`src/rtl/pmc_pkg.sv`:
```
package pmc_pkg;
  localparam int REG_W    = 8;
  localparam int B_BAUD   = 7;
  localparam int B_PD_GO  = 6;
  localparam int B_ID_GO  = 5;
  localparam int B_RSVD   = 4;
  localparam int B_FLAG1  = 3;
  localparam int B_FLAG0  = 2;
  localparam int B_PD_ARM = 1;
  localparam int B_ID_ARM = 0;
  localparam logic [REG_W-1:0] PLAIN_MASK =
    (REG_W'(1) << B_BAUD) | (REG_W'(1) << B_FLAG1) | (REG_W'(1) << B_FLAG0) |
    (REG_W'(1) << B_PD_ARM) | (REG_W'(1) << B_ID_ARM);

  typedef enum logic [1:0] {
    MODE_RUN   = 2'd0,
    MODE_IDLE  = 2'd1,
    MODE_PDOWN = 2'd2
  } mode_e;
endpackage

```
`src/rtl/pmc_fsm.sv`:
```
module pmc_fsm
  import pmc_pkg::*;
(
  input  logic  clk_i,
  input  logic  rst_ni,
  input  logic  wr_en_i,
  input  logic  idle_go_req_i,
  input  logic  pd_go_req_i,
  input  logic  idle_arm_i,
  input  logic  pd_arm_i,
  input  logic  irq_i,
  output mode_e mode_o,
  output logic  wr_ok_o,
  output logic  enter_idle_o,
  output logic  enter_pd_o,
  output logic  exit_idle_o
);
  mode_e mode_q, mode_d;

  // only a running CPU can write
  assign wr_ok_o      = wr_en_i && (mode_q == MODE_RUN);
  assign enter_pd_o   = wr_ok_o && pd_go_req_i && pd_arm_i;
  assign enter_idle_o = wr_ok_o && idle_go_req_i && idle_arm_i && !enter_pd_o;
  assign exit_idle_o  = (mode_q == MODE_IDLE) && irq_i;

  always_comb begin
    mode_d = mode_q;
    if (enter_pd_o)        mode_d = MODE_PDOWN;
    else if (enter_idle_o) mode_d = MODE_IDLE;
    else if (exit_idle_o)  mode_d = MODE_RUN;
  end

  always_ff @(posedge clk_i or negedge rst_ni) begin
    if (!rst_ni) mode_q <= MODE_RUN;
    else         mode_q <= mode_d;
  end

  assign mode_o = mode_q;
endmodule

```
`src/rtl/pmc_reg.sv`:
```
module pmc_reg
  import pmc_pkg::*;
(
  input  logic             clk_i,
  input  logic             rst_ni,
  input  logic             wr_ok_i,
  input  logic [REG_W-1:0] wr_data_i,
  input  logic             enter_idle_i,
  input  logic             enter_pd_i,
  input  logic             exit_idle_i,
  output logic [REG_W-1:0] q_o
);
  logic [REG_W-1:0] q, d;

  always_comb begin
    d = q;
    if (wr_ok_i) d = (q & ~PLAIN_MASK) | (wr_data_i & PLAIN_MASK);
    if (enter_pd_i)   d[B_PD_GO] = 1'b1;
    if (enter_idle_i) d[B_ID_GO] = 1'b1;
    if (exit_idle_i) begin
      d[B_ID_GO]  = 1'b0;
      d[B_ID_ARM] = 1'b0;
    end
    d[B_RSVD] = 1'b0;
  end

  always_ff @(posedge clk_i or negedge rst_ni) begin
    if (!rst_ni) q <= '0;
    else         q <= d;
  end

  assign q_o = q;
endmodule

```
`src/rtl/pmc_clk_gate.sv`:
```
module pmc_clk_gate
  import pmc_pkg::*;
(
  input  mode_e mode_i,
  output logic  cpu_en_o,
  output logic  periph_en_o,
  output logic  wdt_en_o,
  output logic  idle_o,
  output logic  pdown_o
);
  always_comb begin
    idle_o      = (mode_i == MODE_IDLE);
    pdown_o     = (mode_i == MODE_PDOWN);
    cpu_en_o    = (mode_i == MODE_RUN);
    wdt_en_o    = (mode_i == MODE_RUN);
    periph_en_o = (mode_i != MODE_PDOWN);
  end
endmodule

```
`src/rtl/pwr_mode_ctrl.sv`:
```
module pwr_mode_ctrl
  import pmc_pkg::*;
(
  input  logic             clk_i,
  input  logic             rst_ni,
  input  logic             wr_en_i,
  input  logic [REG_W-1:0] wr_data_i,
  input  logic             irq_i,
  output logic [REG_W-1:0] rd_data_o,
  output logic             cpu_clk_en_o,
  output logic             periph_clk_en_o,
  output logic             wdt_clk_en_o,
  output logic             baud_dbl_o,
  output logic             idle_o,
  output logic             pdown_o
);
  mode_e            mode;
  logic             wr_ok, enter_idle, enter_pd, exit_idle;
  logic [REG_W-1:0] reg_q;

  pmc_fsm u_fsm (
    .clk_i         (clk_i),
    .rst_ni        (rst_ni),
    .wr_en_i       (wr_en_i),
    .idle_go_req_i (wr_data_i[B_ID_GO]),
    .pd_go_req_i   (wr_data_i[B_PD_GO]),
    .idle_arm_i    (reg_q[B_ID_ARM]),
    .pd_arm_i      (reg_q[B_PD_ARM]),
    .irq_i         (irq_i),
    .mode_o        (mode),
    .wr_ok_o       (wr_ok),
    .enter_idle_o  (enter_idle),
    .enter_pd_o    (enter_pd),
    .exit_idle_o   (exit_idle)
  );

  pmc_reg u_reg (
    .clk_i        (clk_i),
    .rst_ni       (rst_ni),
    .wr_ok_i      (wr_ok),
    .wr_data_i    (wr_data_i),
    .enter_idle_i (enter_idle),
    .enter_pd_i   (enter_pd),
    .exit_idle_i  (exit_idle),
    .q_o          (reg_q)
  );

  pmc_clk_gate u_gate (
    .mode_i      (mode),
    .cpu_en_o    (cpu_clk_en_o),
    .periph_en_o (periph_clk_en_o),
    .wdt_en_o    (wdt_clk_en_o),
    .idle_o      (idle_o),
    .pdown_o     (pdown_o)
  );

  assign rd_data_o  = reg_q;
  assign baud_dbl_o = reg_q[B_BAUD];
endmodule

```
`config.mk`:
```
export PLATFORM = sky130hd
export DESIGN_NAME = pwr_mode_ctrl
export DESIGN_NICKNAME = d
export VERILOG_FILES = /design/src/rtl/pmc_pkg.sv /design/src/rtl/pmc_fsm.sv /design/src/rtl/pmc_reg.sv /design/src/rtl/pmc_clk_gate.sv /design/src/rtl/pwr_mode_ctrl.sv
export SDC_FILE = /design/constraint.sdc
export NUM_CORES = 1
export LEC_CHECK = 0
export BUFFER_PORTS_ARGS = -buffer_cell sky130_fd_sc_hd__clkbuf_2
export CORE_AREA = 2 2 39 41
export CTS_CLUSTER_DIAMETER = 50
export DETAILED_ROUTE_END_ITERATION = 6
export DIE_AREA = 0 0 41 43
export GPL_ROUTABILITY_DRIVEN = 0
export PLACE_DENSITY_LB_ADDON = 0.08
export SYNTH_ARGS = -nofsm -noshare
export SYNTH_HDL_FRONTEND = slang
export SYNTH_HIERARCHICAL = 1
export SYNTH_SLANG_ARGS = --single-unit
```
`constraint.sdc`:
```
create_clock -name clk_i -period 1.35 [get_ports clk_i]
set_input_delay 0.0675 -clock clk_i [delete_from_list [all_inputs] [get_ports clk_i]]
set_output_delay 0.0675 -clock clk_i [all_outputs]
set_load 0.01 [all_outputs]
```
==> impl_metrics.yaml <==
synthesis:
  syn-cell-area_sq_um: 420.4
  yosysTopAreaCell: "dfrtp_1"
  syn_avg_cell_area_sq_um: 12.01
  synthArstFlopShare_pct: 100.0
  synth_edf_count: 0
  yosys-top-cells-area: "dfrtp_1 54%, mux2_2 11%, buf_4 5.4%"
  ys_ff_latch: 9
  yosysWarningCount: 6
  syn-instance-count: 35
  synthDistinctLibCells: 18
  synth_common_cells: "9 x dfrtp_1, 4 x mux2_2, 4 x nor2_1"
  yosysSeqAreaShare_pct: 53.57
  synthMostInstantiatedCell: "dfrtp_1"
  synthesis.nets: 47
  ys.flop_type: "dfrtp_1"
  synth_top_area_share_pct: 53.57
clock_tree:
  htree_levels: 1
  insertion_delay_ns: 0.25
  clk_pin_slew_worst_paths_ns: 0.06
  clock_sinks: 9
  cts_setup_buffers: 0
  cts_tree: "built"
  cts_made_buffers: 3
  cts-root-buf: "clkbuf_4"
  cts_buffer_depth: 2
  post_cts_resize_count: 0
worst_setup_path:
  worst_setup_path_end_kind: "flop"
  reg2reg_setup_slack_ns: 0.12
  cp.required_ns: 1.48
  cp_max_fo: 9
  critPathArrivalTime_ns: 1.37
  cp-start-kind: "flop"
  critPathKind: "reg2reg"
pwr:
  p_leak_nw: 0.3170
  ir_worst_vdd_uv: 852.2
  power_density_nw_per_um2: 2206
timing:
  max_freq_mhz: 812.4
  hold_ws_ns: 0.04192
  min_period_ns: 1.231
  setup-tns-final_ns: 0
  fin_ws_ns: 0.1190
  maxSlewViolCount: 0
  period_share_pct: 91.18
  rsz0062_at_grt: "no"
  fin_skew_ns: 0.004202
  finalSetupViolCount: 0
  hold_viol_final: 0
floorplan:
  start_util_pct: 30.38
  die_x_um: 41
  die-area_sq_um: 1763
  core_area_sq_um: 1384
  io_pins: 26
  die_y_um: 43
  std_cell_rows: 14
place:
  port_buffers: 23
  dpl.cell_count: 74
  post-place-ws_ns: 0.1161
layout:
  layout-drive-gt1-share_pct: 58.73
  nets: 76
  seq_area_sq_um: 225.2
  multi_input_area_sq_um: 168.9
  final_cells: 79
  nFillCells: 146
  finish.utilization_pct: 43.67
  synthToLayoutAreaGrowth_pct: 43.75
  n_antenna_cell: 0
route:
  vias: 331
  drcViolationCount: 0
  avgViaCountPerCell: 4.190
  drtIter0Drc: 6
  drt-total-wl_um: 774
  dr.pass1.iters: 2
  ant_nets: 0
  wl_per_cell_um: 9.797
global_route:
  grt_pass1_vias: 287
  overflow: 0
  track_usage_pct: 10.08
  antenna_found_initial: 0
  grt_max_degree: 10
  grt_pass1_wl_mm: 1.193
run:
  max-cap-violations: 0
hold_path:
  hold_class: "in2reg"
status:
  status: "finished, final reports clean"
[final timing paths]
path,start,cells past startpoint,end
min in group asynchronous,rst_ni,2,u_fsm/mode_o[1]
hold / removal,wr_data_i[1],2,u_reg/q_o[1]
setup reg to reg,u_fsm/mode_o[1],3,u_reg/q_o[2]
max in group asynchronous,rst_ni,2,u_reg/q_o[5]
hold reg to reg,u_reg/q_o[6],1,u_reg/q_o[6]
setup / recovery,u_fsm/mode_o[1],3,u_reg/q_o[2]
[layout make-up]
type | instances | share of cell area, %
inverter | 1 | 0.6211
timing repair buffer | 27 | 26.50
sequential | 9 | 37.27
tap | 16 | 3.313
clock buffer | 4 | 4.348
multi-input combinational | 22 | 27.95
[critical path, cell delays in order, from the launching register on]
cell	delay [ns]
dfrtp_1	0.41
nor3b_4	0.23
buf_12	0.15
mux2_2	0.32
[layer usage]
layer | track usage, % | up-vias | routed length, um
met5 | 0 | - | 0
met4 | 4.000 | 0 | 0
met3 | 4.712 | 0 | 65
met2 | 13.44 | 14 | 346
met1 | 13.80 | 148 | 361
li1 | - | 169 | -
[cell usage in the layout, fill, tap and decap left out]
| master | instances |
|---|---|
| clkbuf_1 | 1 |
| a32o_1 | 1 |
| buf_4 | 2 |
| mux2i_1 | 1 |
| clkbuf_2 | 23 |
| mux2_2 | 4 |
| a31o_2 | 1 |
| dlygate4sd3_1 | 1 |
| and2_0 | 1 |
| and2b_2 | 1 |
| buf_12 | 1 |
| and3_1 | 2 |
| nand3b_1 | 1 |
| nand2b_1 | 1 |
| dfrtp_1 | 9 |
| conb_1 | 1 |
| nand2_1 | 1 |
| clkbuf_4 | 3 |
| inv_1 | 1 |
| nor3b_4 | 1 |
| or2_2 | 1 |
| nor2_1 | 4 |
| nor2b_1 | 1 |
[metrics by stage]
step                power (W)  area (sq um)
global placement     0.001151         568.0
global route         0.001453         604.3
floorplan           0.0008708         420.4
detailed placement   0.001151         568.0
finish               0.001333         604.3
CTS                  0.001359         604.3
[cell families after synthesis]
logic type | after synthesis | synth area share [%]
multiplexers | 5 | 13.09
buffers and inverters | 4 | 6.249
other | 1 | 0.8920
AND/OR/NAND/NOR | 14 | 21.73
flip-flops | 9 | 53.57
AO/OA/AOI/OAI | 2 | 4.465
[state kept, by name, summed over array words and instances, names as in the netlist]
register,cells
u_fsm/mode_o,2
u_reg/q_o,7
[where the power goes]
part           switching, W  internal (W)
combinational      0.000295      0.000346
clock             0.0000844      0.000113
sequential        0.0000937      0.000400
[what timing repair did]
action / 4_1_cts / 5_1_grt
hold buffers: 1 / 0
hold endpoints to repair: 9 / 0
endpoints found under the setup margin: 0 / 0
Power figures use the tool's default switching activity.
